===== src/rtl/fbu_pkg.sv =====
package fbu_pkg;
    localparam int DATA_W    = 8;
    localparam int PC_W      = 16;
    localparam int INSTR_LEN = 2;
    localparam int SEL_W     = 2;

    typedef struct packed {
        logic n;
        logic v;
        logic c;
        logic z;
    } flags_t;

    typedef struct packed {
        flags_t flags;
    } fbu_state_t;

    localparam logic [4:0] BR_PATTERN = 5'b10000;
endpackage


===== src/rtl/fbu_flag_gen.sv =====
module fbu_flag_gen
    import fbu_pkg::*;
#(
    parameter int W = DATA_W
) (
    input  logic [W-1:0] res,
    input  logic         cout,
    input  logic         a_msb,
    input  logic         b_msb,
    input  logic         sub,
    output flags_t       flags
);
    logic b_eff;

    always_comb begin
        b_eff   = b_msb ^ sub;
        flags.n = res[W-1];
        flags.z = ~(|res);
        flags.c = cout;
        flags.v = (a_msb == b_eff) && (res[W-1] != a_msb);
    end
endmodule


===== src/rtl/fbu_branch_eval.sv =====
module fbu_branch_eval
    import fbu_pkg::*;
(
    input  logic [7:0] opcode,
    input  flags_t     flags,
    output logic       taken
);
    logic       is_branch;
    logic       chosen;
    logic [SEL_W-1:0] sel;

    always_comb begin
        is_branch = (opcode[4:0] == BR_PATTERN);
        sel       = opcode[7:6];
        unique case (sel)
            2'b00:   chosen = flags.n;
            2'b01:   chosen = flags.v;
            2'b10:   chosen = flags.c;
            default: chosen = flags.z;
        endcase
        taken = is_branch && ~(chosen ^ opcode[5]);
    end
endmodule


===== src/rtl/fbu_pc_target.sv =====
module fbu_pc_target
    import fbu_pkg::*;
#(
    parameter int PW = PC_W,
    parameter int OW = DATA_W,
    parameter int LEN = INSTR_LEN
) (
    input  logic [PW-1:0] pc,
    input  logic [OW-1:0] offset,
    input  logic          taken,
    output logic [PW-1:0] pc_next
);
    localparam logic [PW-1:0] STEP = PW'(LEN);

    logic [PW-1:0] seq_pc;
    logic [PW-1:0] off_ext;

    always_comb begin
        seq_pc  = pc + STEP;
        off_ext = {{(PW-OW){offset[OW-1]}}, offset};
        pc_next = taken ? (seq_pc + off_ext) : seq_pc;
    end
endmodule


===== src/rtl/flag_branch_unit.sv =====
module flag_branch_unit
    import fbu_pkg::*;
(
    input  logic         clk,
    input  logic         rst,
    input  logic         flag_we,
    input  logic [7:0]   alu_res,
    input  logic         alu_cout,
    input  logic         opa_msb,
    input  logic         opb_msb,
    input  logic         is_sub,
    input  logic [7:0]   opcode,
    input  logic [15:0]  pc_in,
    input  logic [7:0]   offset,
    output logic [3:0]   flags_q,
    output logic         br_taken,
    output logic [15:0]  pc_next
);
    fbu_state_t state_d, state_q;
    flags_t     fresh;
    logic       taken_w;

    fbu_flag_gen #(.W(DATA_W)) u_gen (
        .res   (alu_res),
        .cout  (alu_cout),
        .a_msb (opa_msb),
        .b_msb (opb_msb),
        .sub   (is_sub),
        .flags (fresh)
    );

    always_comb begin
        state_d = state_q;
        if (flag_we) begin
            state_d.flags = fresh;
        end
    end

    always_ff @(posedge clk) begin
        if (rst) begin
            state_q <= '0;
        end else begin
            state_q <= state_d;
        end
    end

    fbu_branch_eval u_br (
        .opcode (opcode),
        .flags  (state_q.flags),
        .taken  (taken_w)
    );

    fbu_pc_target #(.PW(PC_W), .OW(DATA_W), .LEN(INSTR_LEN)) u_pc (
        .pc      (pc_in),
        .offset  (offset),
        .taken   (taken_w),
        .pc_next (pc_next)
    );

    assign flags_q  = state_q.flags;
    assign br_taken = taken_w;
endmodule


===== config.mk =====
export PLATFORM = sky130hd
export DESIGN_NAME = flag_branch_unit
export DESIGN_NICKNAME = d
export VERILOG_FILES = /design/src/rtl/fbu_pkg.sv /design/src/rtl/fbu_flag_gen.sv /design/src/rtl/fbu_branch_eval.sv /design/src/rtl/fbu_pc_target.sv /design/src/rtl/flag_branch_unit.sv
export SDC_FILE = /design/constraint.sdc
export NUM_CORES = 1
export LEC_CHECK = 0
export BUFFER_PORTS_ARGS = -buffer_cell sky130_fd_sc_hd__buf_2
export CAP_MARGIN = 0
export CORE_MARGIN = 2
export CORE_UTILIZATION = 35
export DETAILED_ROUTE_END_ITERATION = 8
export PLACE_DENSITY = 0.64
export SLEW_MARGIN = 20
export SYNTH_ARGS = -nofsm -noshare
export SYNTH_HDL_FRONTEND = slang
export SYNTH_SLANG_ARGS = --single-unit
export TNS_END_PERCENT = 10

===== constraint.sdc =====
create_clock -name clk -period 2.84 [get_ports clk]
set_input_delay 0.284 -clock clk [delete_from_list [all_inputs] [get_ports clk]]
set_output_delay 0.284 -clock clk [all_outputs]
set_load 0.1 [all_outputs]

Yosys cells after proc, flatten, opt, wreduce, memory -nomap -nowiden:

Cells that the tools add are included.
W data, S select, Z words.

* $add $sub $neg: 2
* multiply operators: 0
* div/mod/pow operators: 0
* order comparisons: 0
* eq/ne operators: 5
* shifts and indexed selects: 0
* mux-type cells: 2
* bitwise gates (word level): 4
* reduce and logical (&&, ||, !) cells: 4

Operators by type and width (count)
* $add A16 B16 Y16: 1
* $add A16 B2 Y16 const B: 1
* $mux W16: 1
* $reduce_or A8 Y1: 1
* $eq A5 B5 Y1 const B: 1
* $pmux W1 S3: 1
* $eq A2 B1 Y1 const B: 1
* $eq A2 B2 Y1 const B: 1
* $logic_and A1 B1 Y1: 2
* $logic_not A2 Y1: 1
* $not A1 Y1: 2
* $xor A1 B1 Y1: 2
* $eq A1 B1 Y1: 1
* $ne A1 B1 Y1: 1

* bits in registers: 4
* latch bits: 0
* bits in writable memories: 0
* ROM bits: 0
* input port bits: 47
* output and inout port bits: 21
* word-level logic and storage cells: 21
* memories kept: 0

Longest topological paths before layout:

Gate-level depths: netlist of run 1.

* depth in word-level cells: 6
* depth in mapped cells: 12
* gate-level depth less buffers: 12

Hierarchy:

From an unflattened synthesis of run 1, not the netlist that was laid out.

* cells, all modules: 208
* area total of the unflattened synthesis: 1505.2 um^2

By module, submodules not included
* fbu_pc_target: instances 1, cells an instance 182, area an instance 1244.9 um^2
* flag_branch_unit: instances 1, cells an instance 13, area an instance 140.1 um^2
* fbu_flag_gen: instances 1, cells an instance 9, area an instance 68.8 um^2
* fbu_branch_eval: instances 1, cells an instance 4, area an instance 51.3 um^2

Worst setup path after synthesis of run 1:

Ideal clock, no wire load.

* path kind: input-to-output
* from: input pc_in[1]
* to: output pc_next[12]
* data arrival time: 4.054 ns
* required time: 2.556 ns
* setup slack: -1.498 ns
* cell stages on the path: 12
* buffers on the path: 0
* cells stage by stage: ha_1 > nand2_1 > nor2_1 > xor2_1 > ha_1 > a21o_1 > nor3_1 > o21ai_1 > a41oi_2 > o21ai_0 > xnor2_1 > o21ai_0

* cells in the longest elaborated chain, start to end: 3

Ends and longest elaborated chain
* start, declared: line flag_branch_unit.sv:13 `input logic [15:0] pc_in,`
* $add A16 B2 Y16 *: line fbu_pc_target.sv:19 `seq_pc = pc + STEP;`
* $add A16 B16 Y16: line fbu_pc_target.sv:21 `pc_next = taken ? (seq_pc + off_ext) : seq_pc;`
* $mux W16 *: line fbu_pc_target.sv:21
* end, declared: line flag_branch_unit.sv:17 `output logic [15:0] pc_next`

Every way passes the cells marked *; elsewhere a longest branch is shown, timed or not.

Worst setup path after layout of run 1:

* from: input pc_in[3]
* to: output pc_next[15]

The elaborated chain is that of the path after synthesis.

==> run_results.csv, run 1 <==
group,metric,value,unit
status,outcome,"complete, but fails checks",
status,failed_checks,"negative setup slack",
global_routing,grt_antenna_before_repair,0,
final_layout,area_growth,96.6,%
global_routing,grt_pass1_vias,1812,
floorplan,die_y,65.9,um
setup_path,cp_cell_sequence,"buf_2 -> nand3_4 -> nor2_4 -> nand3_2 -> xnor2_2 -> ha_1 -> buf_4 -> nand2_1 -> a211oi_2 -> o41ai_2 -> a21boi_2 -> a221oi_2 -> mux2i_1 -> buf_4 -> xnor2_4 -> buf_12",
setup_path,startpoint,"pc_in[3]",
min_path,whs_endpoint,"flags_q[3]",
clocking,worstSkewPairLatency,0.21,ns
setup_path,rr_worst_depth,2,
setup_path,reg2reg_slack,2.19,ns
power_and_ir_drop,power_density,311,nW/um^2
timing,hold_viol,0,
clocking,clkSlewWorstSetupHoldPaths,0.03,ns
clocking,cts_tree,"done",
global_routing,grtUsageTotal,0.217,
setup_path,crit_type,"in2out",
global_routing,gr-total-overflow,0,
placed_design,dp_hpwl,3710,um
power_and_ir_drop,p_leak,1.29,nW
timing,rsz0062_at_grt,"yes",
setup_path,slowest_stage,"ha_1",
placed_design,io_buffers,67,
flow_run,cap_viol_max_count,0,
clocking,root_buffer,"clkbuf_8",
synth,synth_warnings,0,
final_layout,drive_above_1_share,0.559,
timing,tightest_slew,0.493,ns
timing,setup_ws,-0.146,ns
synth,syn_inst,180,
synth,syn-num-nets,248,
floorplan,dieArea,4340,um^2
min_path,holdPathStages,2,
timing,whs,0.270,ns
synth,ys_types,35,
global_routing,grt_pass1_wl,7500,um
synth,ys_seq_area_frac,0.0598,
final_layout,largest_reg_flops,4,
floorplan,die_w,65.9,um
setup_path,slowest_delay,0.32,ns
floorplan,start_util,0.366,
final_layout,nNetsFinal,369,
timing,skew,0,ns
min_path,min-delay-start,"rst",
timing,relSlewSlack,0.674,
floorplan,design.core.area,3660,um^2
floorplan,ios,68,
synth,syn_area_per_cell,7.44,um^2
placed_design,place_congestion,0.903,
routing,wl_per_cell,12.9,um
routing,drt_iter0_drc,59,
power_and_ir_drop,finalPower,818,uW
placed_design,place_area,2460,um^2
clocking,cts.sinks,4,
placed_design,dp_slack,-0.225,ns
final_layout,fin_area,2640,um^2
routing,routed_wl,4470,um
synth,synth_ff_type,"dfxtp_1",
setup_path,crit_buf_inv,4,
synth,syn_area,1340,um^2
routing,drc,0,
synth,async_flop_share,0,
setup_path,startpoint_type,"primary input",
timing,fin_crit_sh,1.05,
timing,finalCriticalPeriod,2.99,ns
clocking,cts_buffers,3,
setup_path,regToRegEndpoint,"flags_q[2]",
routing,antenna_left,0,
setup_path,cpMostUsedCell,"buf_4",
synth,synth-edff-count,0,
timing,max_freq,0.335,GHz
floorplan,std_cell_rows,22,
setup_path,worstSetupEndpointType,"output pin",
final_layout,antenna_cells,0,
clocking,ctsHoldBuffers,0,
timing,slew_viol_final,0,
clocking,htree_levels,1,
setup_path,crit_path_max_fanout,3,
min_path,hold_class,"in2reg",
setup_path,r2r_start,"flags_q[2]",
setup_path,required,2.56,ns
clocking,cts.path.max_buffers,2,
synth,synth_seq_cells,4,
routing,dr.pass1.iters,4,
routing,num_vias,1777,
final_layout,n_fill_cell,272,
global_routing,grt_start_max_net_pins,14,
power_and_ir_drop,ir_worst_vdd,290,uV
timing,setup_violations,3,
setup_path,arrival,2.70,ns
routing,viasPerCell,5.12,
setup_path,path_delay_family,"buffers and inverters",
==> repair_timing <==
action,4_1_cts,5_1_grt
setup endpoints to repair,7,7
hold endpoints to repair,0,0
buffers inserted,5,0
pin swaps,16,3
resized for setup,16,5
==> cell type report <==
| class | count | area [um^2] | area share |
|---|---|---|---|
| multi-input cells | 168 | 1430 | 0.541 |
| inverters | 5 | 18.8 | 0.00712 |
| well taps | 48 | 60.1 | 0.0228 |
| clock buffers | 3 | 41.3 | 0.0157 |
| repair buffers | 119 | 1000 | 0.381 |
| flip-flops and latches | 4 | 85.1 | 0.0323 |
==> worst reg2reg max path: cells and delay by family (launching register included) <==
| family | cells | cell delay [ns] |
|---|---|---|
| compound gates | 1 | 0.19 |
| simple gates | 1 | 0.04 |
| flops | 1 | 0.33 |
==> layout by cell type, fill, tap and decap left out, types with 2 or more instances in the layout <==
cell type	netlist	layout
inv_1	4	4
nand3_1	6	3
a21oi_2	0	3
xor2_1	9	7
nor2_1	13	10
xnor2_1	19	15
nor4_1	3	3
mux2_2	2	2
o21a_1	2	2
a211oi_2	2	3
nor2_4	0	2
a21o_1	4	4
mux2i_1	3	3
buf_4	0	51
nand2b_1	2	2
xor2_2	0	2
buf_12	0	17
and3_1	4	4
nand3_4	0	2
buf_8	0	2
o21ai_1	1	2
nand4_1	6	6
xnor2_2	0	3
ha_1	20	19
dfxtp_2	0	4
o21bai_1	5	5
a21oi_1	15	11
o21ai_2	0	10
buf_2	0	48
nand2_1	26	26
clkbuf_8	0	3
==> stage by stage <==
| step | TNS [ns] | util | std cells |
|---|---|---|---|
| 2_1_floorplan | -0.849 | - | 180 |
| 3_3_place_gp | -0.706 | 0.673 | 339 |
| 3_5_place_dp | -0.965 | 0.673 | 339 |
| 4_1_cts | -0.293 | 0.714 | 347 |
| 5_1_grt | -1.20 | 0.720 | 347 |
| 6_report | -0.321 | 0.720 | 347 |
==> kinds of logic after synthesis <==
group | synth area share
buf+inv | 0.0224
xor+xnor | 0.183
compound gates | 0.268
mux | 0.0560
fa+ha+maj | 0.202
flops | 0.0598
simple gates | 0.209
==> metal layers <==
layer | part of all wire | GRT usage | wire length [um]
met1 | 0.40 | 0.248 | 1770
met2 | 0.53 | 0.403 | 2380
met3 | 0.047 | 0.0307 | 212
met4 | 0.024 | 0.0781 | 106
met5 | 0 | 0 | 0
==> worst max-delay path by stage <==
stage	end	cells after the start	slack, ns
finish	pc_next[15]	16	-0.15
global route	pc_next[15]	16	-0.29
CTS	pc_next[15]	13	-0.13
detailed placement	pc_next[14]	14	-0.22
global placement	pc_next[14]	14	-0.19
floorplan	pc_next[13]	12	-0.25
==> report_power, final <==
group	internal, mW	switching, mW	total, mW
logic	0.278	0.358	0.636
registers	0.0599	0.00228	0.0622
clock network	0.0904	0.0298	0.120
total	0.428	0.390	0.818
==> synthesized netlist by cell type, types with 3 or more instances <==
cell type	number	share of area
a21o_1	4	0.022
a21oi_1	15	0.056
and3_1	4	0.019
clkbuf_1	3	0.0084
dfxtp_1	4	0.060
ha_1	20	0.19
inv_1	4	0.011
mux2i_1	3	0.022
nand2_1	26	0.073
nand3_1	6	0.022
nand4_1	6	0.028
nor2_1	13	0.036
nor4_1	3	0.014
o21ai_0	12	0.045
o21bai_1	5	0.028
xnor2_1	19	0.12
xor2_1	9	0.059
Note: power is estimated with default switching activity, not from simulation.
==> inputs of run 2 (changes only) <==
--- a/config.mk
+++ b/config.mk
@@ -5,12 +5,13 @@
 export SDC_FILE = /design/constraint.sdc
 export NUM_CORES = 1
 export LEC_CHECK = 0
+export ABC_AREA = 1
 export BUFFER_PORTS_ARGS = -buffer_cell sky130_fd_sc_hd__buf_2
 export CAP_MARGIN = 0
 export CORE_MARGIN = 2
 export CORE_UTILIZATION = 35
 export DETAILED_ROUTE_END_ITERATION = 8
-export PLACE_DENSITY = 0.64
+export PLACE_DENSITY = 0.61
 export SLEW_MARGIN = 20
 export SYNTH_ARGS = -nofsm -noshare
 export SYNTH_HDL_FRONTEND = slang
==> run 2 against run 1 <==
Sequential power barely moved. Clock skew is the same. Critical path type unchanged. Highest routed layer unchanged. The run now ends clean. Synthesized cell count grew 62%. Count of clock-buffer cells in the layout unchanged. Maximum frequency increased by 6.8%. Wire length increased by 6.6%. Final area is 5.1% lower. Register-to-register slack about the same. Flip-flop and latch count unchanged. Hold slack lost 0.036 ns. First-iteration DRC count is 22% higher. Core utilization shrank 18 points.
==> run_results.csv, run 2 <==
group,metric,value,unit
status,outcome,"finished, final reports clean",
routing,viasPerCell,4.91,
power_and_ir_drop,finalPower,733,uW
clocking,cts.path.max_buffers,2,
timing,rsz0062_at_grt,"yes",
timing,skew,0,ns
timing,setup_ws,0.0454,ns
clocking,clkSlewWorstSetupHoldPaths,0.03,ns
global_routing,grt_antenna_before_repair,0,
flow_run,cap_viol_max_count,0,
clocking,worstSkewPairLatency,0.22,ns
floorplan,design.core.area,4660,um^2
synth,yosysMostFrequentCell,"nand2_1",
setup_path,reg2reg_slack,2.20,ns
routing,antenna_left,0,
synth,synth-edff-count,0,
synth,ys_seq_area_frac,0.0479,
routing,num_vias,2044,
synth,synth_seq_cells,4,
synth,syn-num-nets,359,
placed_design,io_buffers,67,
final_layout,antenna_cells,0,
global_routing,grtUsageTotal,0.173,
setup_path,rr_worst_depth,2,
floorplan,die_y,73.1,um
synth,synth_ff_type,"dfxtp_1",
timing,slew_viol_final,0,
floorplan,start_util,0.358,
synth,synth_area_leaders,"nand2_1 (23%), ha_1 (15%), inv_1 (8.8%)",
min_path,hold_class,"in2reg",
routing,routed_wl,4770,um
setup_path,worstSetupEndpointType,"output pin",
setup_path,r2r_start,"flags_q[3]",
power_and_ir_drop,ir_worst_vdd,233,uV
clocking,cts_buffers,3,
timing,timing.setup.tns,0,ns
floorplan,std_cell_rows,25,
placed_design,dp_hpwl,3820,um
floorplan,die_w,73.1,um
clocking,cts.sinks,4,
clocking,cts_tree,"done",
synth,synth_top_cells_by_count,"nand2_1 (102), inv_1 (39), ha_1 (20), nand3_1 (20), nor2_1 (19)",
synth,async_flop_share,0,
synth,syn_inst,291,
global_routing,gr-total-overflow,0,
timing,setup_violations,0,
placed_design,place_congestion,0.825,
setup_path,startpoint_type,"primary input",
floorplan,ios,68,
routing,dr.pass1.iters,4,
setup_path,crit_type,"in2out",
timing,fin_crit_sh,0.984,
timing,whs,0.234,ns
timing,tightest_slew,0.533,ns
clocking,htree_levels,1,
synth,synth_warnings,0,
min_path,holdPathStages,2,
power_and_ir_drop,p_leak,1.30,nW
min_path,whs_endpoint,"flags_q[0]",
setup_path,regToRegEndpoint,"flags_q[3]",
synth,syn_area_per_cell,5.74,um^2
synth,syn_area,1670,um^2
setup_path,crit_path_max_fanout,5,
final_layout,fin_area,2500,um^2
placed_design,place_area,2220,um^2
timing,finalCriticalPeriod,2.79,ns
synth,synth_top_area_cell,"nand2_1",
global_routing,grt_pass1_wl,7520,um
global_routing,grt_start_max_net_pins,18,
final_layout,nNetsFinal,432,
routing,drt_iter0_drc,72,
routing,drc,0,
final_layout,drive_above_1_share,0.356,
power_and_ir_drop,power_density,293,nW/um^2
min_path,min-delay-start,"rst",
timing,relSlewSlack,0.644,
final_layout,layout_commonest_cell,"nand2_1",
setup_path,required,2.56,ns
global_routing,grt_pass1_vias,1843,
final_layout,largest_reg_flops,4,
setup_path,arrival,2.51,ns
clocking,root_buffer,"clkbuf_8",
final_layout,final_cell_mix,"nand2_1 (94), buf_2 (56), inv_1 (37)",
floorplan,dieArea,5340,um^2
placed_design,dp_slack,-0.0449,ns
timing,max_freq,0.358,GHz
synth,ys_types,34,
routing,wl_per_cell,11.5,um
timing,hold_viol,0,
synth,netlist.area_leader.share,0.229,
final_layout,area_growth,49.7,%
[run 2: changes by cell type after synthesis, sizes merged, moves of 4 or more]
cell / previous run / this run
nand2: 26 / 104
inv: 5 / 41
nand3: 6 / 23
xnor2: 19 / 7
nor2: 13 / 23
nand3b: 0 / 7
a211oi: 4 / 0
a21o: 5 / 1
[run 2: cells by family after synthesis]
logic type,synth area share
buffers and inverters,0.107
AO/OA/AOI/OAI,0.142
adder cells (fa/ha/maj),0.162
flip-flops,0.0479
AND/OR/NAND/NOR,0.462
XOR/XNOR,0.0787
[run 2: area by class of cell]
cell class                 count  area [um^2]
multi-input combinational    244         1640
clock buffer                   3         41.3
tap                           54         67.6
timing repair buffer          70          515
sequential                     4         80.1
inverter                      41          156
fill                         458         2160
[run 2: report_power, final]
| group | switching [mW] | total (mW) | leakage [nW] | internal (mW) |
|---|---|---|---|---|
| clock network | 0.0293 | 0.120 | 0.0216 | 0.0903 |
| registers | 0.00242 | 0.0621 | 0.0330 | 0.0596 |
| logic | 0.362 | 0.551 | 1.24 | 0.190 |
| total | 0.394 | 0.733 | 1.30 | 0.339 |
[run 2: metrics by stage]
stage,cells,util
global placement,412,0.477
detailed placement,412,0.477
floorplan,291,-
CTS,415,0.487
finish,416,0.537
global route,416,0.537
[run 2: worst max-delay path by stage]
| stage | startpoint | to | slack (ns) | cells past startpoint |
|---|---|---|---|---|
| final | pc_in[1] | pc_next[14] | 0.05 | 16 |
| after global routing | pc_in[1] | pc_next[14] | -0.11 | 16 |
| after CTS | pc_in[1] | pc_next[15] | 0.02 | 17 |
| after detailed placement | pc_in[1] | pc_next[15] | -0.04 | 17 |
| after global placement | pc_in[1] | pc_next[14] | 0.05 | 16 |
| after floorplan | flags_q[1] | pc_next[2] | -0.46 | 6 |
[run 2: timing repair]
action,in CTS,in global routing
hold buffers,0,0
pin swaps,0,6
gates resized for setup,1,42
setup buffers,0,1
setup endpoints to repair,2,8
cloned,0,0
[run 2: worst max-delay path: stages]
cell and delay, ns:
clkbuf_4 0.15, ha_4 0.15, nand3_2 0.12, nor3_4 0.25
xnor2_2 0.17, inv_2 0.08, ha_1 0.30, nand2_1 0.06
nand2_1 0.06, o21bai_2 0.21, a21oi_2 0.16, nand2_1 0.07
nand2_1 0.08, nand3_1 0.09, nand2_2 0.09, buf_12 0.17
[run 2: metal layers]
layer  up-vias  global-route usage  share of wire
li1       1083                   -              -
met1       895               0.229           0.43
met2        64               0.297           0.51
met3         2              0.0235          0.062
met4         0              0.0329         0.0029
met5         -                   0              0
==> inputs of run 3 (changes only) <==
--- a/config.mk
+++ b/config.mk
@@ -5,13 +5,13 @@
 export SDC_FILE = /design/constraint.sdc
 export NUM_CORES = 1
 export LEC_CHECK = 0
-export ABC_AREA = 1
 export BUFFER_PORTS_ARGS = -buffer_cell sky130_fd_sc_hd__buf_2
 export CAP_MARGIN = 0
 export CORE_MARGIN = 2
 export CORE_UTILIZATION = 35
 export DETAILED_ROUTE_END_ITERATION = 8
-export PLACE_DENSITY = 0.61
+export GPL_TIMING_DRIVEN = 0
+export PLACE_DENSITY = 0.64
 export SLEW_MARGIN = 20
 export SYNTH_ARGS = -nofsm -noshare
 export SYNTH_HDL_FRONTEND = slang
==> run 3 against run 2 <==
The run now ends with negative setup slack left. Die area fell by 19%. Critical path depth down 3. Total power decreased by 0.20%. Non-clock buffer count is 11 higher. Worst setup slack got worse by 0.24 ns. Count of clock-buffer cells in the layout is the same. Global-route usage rose by 0.76 points. Flip-flop and latch count unchanged. Maximum frequency fell by 7.9%. Final area decreased by 7.8%. Wire length down 16%. Critical endpoint is now pc_next[15].
==> run_results.csv, run 3 (synthesis results as in run 1) <==
group,metric,value,unit
final_layout,n_fill_cell,312,
clocking,ctsHoldBuffers,0,
placed_design,place_congestion,0.899,
setup_path,path_delay_family,"compound AO/OA/AOI/OAI gates",
final_layout,final_cell_mix,"buf_2 (51), nand2_1 (24), xnor2_1 (13)",
clocking,cts_tree,"done",
status,outcome,"complete, but fails checks",
power_and_ir_drop,power_density,317,nW/um^2
power_and_ir_drop,ir_worst_vdd,277,uV
setup_path,crit_path_max_fanout,3,
floorplan,std_cell_rows,22,
setup_path,slowest_delay,0.36,ns
status,failed_checks,"negative setup slack",
routing,drt_iter0_drc,37,
placed_design,dp_hpwl,3140,um
final_layout,nNetsFinal,331,
clocking,cts_buffers,3,
setup_path,cp_cell_sequence,"buf_8 -> nand3_4 -> nor2_4 -> nand4_1 -> xnor2_2 -> ha_4 -> buf_6 -> a211oi_4 -> a21boi_2 -> a221oi_2 -> mux2i_2 -> xnor2_4 -> buf_12",
final_layout,layout_commonest_cell,"buf_2",
setup_path,slowest_stage,"mux2i_2",
power_and_ir_drop,finalPower,732,uW
placed_design,io_buffers,66,
routing,dr.pass1.iters,4,
clocking,clkSlewWorstSetupHoldPaths,0.03,ns
setup_path,startpoint_type,"primary input",
setup_path,r2r_start,"flags_q[2]",
timing,skew,0,ns
routing,routed_wl,3990,um
clocking,cts.sinks,4,
setup_path,required,2.56,ns
routing,num_vias,1579,
routing,viasPerCell,5.11,
global_routing,grt_start_max_net_pins,14,
floorplan,dieArea,4340,um^2
final_layout,regArea,85.1,um^2
flow_run,cap_viol_max_count,0,
min_path,min-delay-start,"rst",
global_routing,grt_pass1_vias,1429,
timing,rsz0062_at_grt,"yes",
timing,fin_crit_sh,1.07,
power_and_ir_drop,p_leak,1.06,nW
setup_path,worstSetupEndpointType,"output pin",
routing,wl_per_cell,12.9,um
final_layout,drive_above_1_share,0.540,
clocking,htree_levels,1,
floorplan,die_y,65.9,um
final_layout,fin_area,2310,um^2
setup_path,crit_type,"in2out",
timing,setup_ws,-0.194,ns
clocking,worstSkewPairLatency,0.22,ns
setup_path,arrival,2.75,ns
placed_design,place_area,1860,um^2
floorplan,design.core.area,3660,um^2
placed_design,post-place-cells,294,
routing,drc,0,
timing,hold_viol,0,
timing,finalCriticalPeriod,3.03,ns
floorplan,start_util,0.366,
final_layout,multi_input_area,1520,um^2
floorplan,die_w,65.9,um
final_layout,stdcell_count,309,
floorplan,ios,68,
timing,slew_viol_final,0,
min_path,hold_class,"in2reg",
setup_path,startpoint,"pc_in[7]",
routing,antenna_left,0,
clocking,cts.path.max_buffers,2,
global_routing,grt_antenna_before_repair,0,
setup_path,crit_buf_inv,3,
timing,max_freq,0.330,GHz
final_layout,largest_reg_flops,4,
global_routing,gr-total-overflow,0,
timing,tightest_slew,0.583,ns
final_layout,area_growth,72.2,%
timing,setup_violations,4,
timing,relSlewSlack,0.612,
global_routing,grtUsageTotal,0.180,
global_routing,grt_pass1_wl,6240,um
final_layout,antenna_cells,0,
clocking,root_buffer,"clkbuf_8",
## run 3: area by class of cell
class                           count  share of cell area
Sequential cell                     4              0.0369
Inverter                            5             0.00813
Buffer                              3             0.00542
Tap cell                           48              0.0260
Clock buffer                        3              0.0179
Timing Repair Buffer               78               0.246
Multi-Input combinational cell    168               0.659
## run 3: path summary, 6_finish.rpt
kind / endpoint / slack [ns] / cells past startpoint
max: pc_next[15] / -0.19 / 13
min: flags_q[0] / 0.27 / 2
max reg2reg: flags_q[2] / 2.18 / 2
min reg2reg: flags_q[0] / 0.47 / 2
## run 3: layer usage
layer | share of wire | vias to the layer above | wire length, um | GRT usage
li1 | - | 822 | - | -
met4 | 0.0013 | 0 | 5 | 0.0260
met5 | 0 | - | 0 | 0
met2 | 0.51 | 48 | 2040 | 0.331
met3 | 0.041 | 2 | 162 | 0.0102
met1 | 0.45 | 707 | 1780 | 0.235
## run 3: where the power goes
part	switching [mW]	leakage [nW]	total [mW]	internal, mW
Sequential	0.00200	0.0344	0.0619	0.0599
Combinational	0.341	1.01	0.551	0.210
Clock	0.0287	0.0216	0.119	0.0903
## run 3: timing repair
action / in CTS / in global routing
setup buffers: 8 / 4
setup endpoints to repair: 11 / 12
pin swaps: 17 / 12
resized for setup: 55 / 19
cloned: 0 / 0
## run 3: worst register-to-register path: stages, from the launching register on
cell      delay, ns
dfxtp_2        0.33
nor2_1         0.04
a211oi_1       0.20
## run 3: per-stage QoR
step,setup TNS [ns],worst slack (ns),hold slack (ns),utilization
6_report,-0.545,-0.194,0.271,0.630
5_1_grt,-1.84,-0.343,0.276,0.630
4_1_cts,-0.382,-0.205,0.263,0.602
3_5_place_dp,-2.79,-0.676,0.466,0.508
3_3_place_gp,-2.85,-0.684,0.467,0.508
2_1_floorplan,-0.849,-0.254,0.346,-
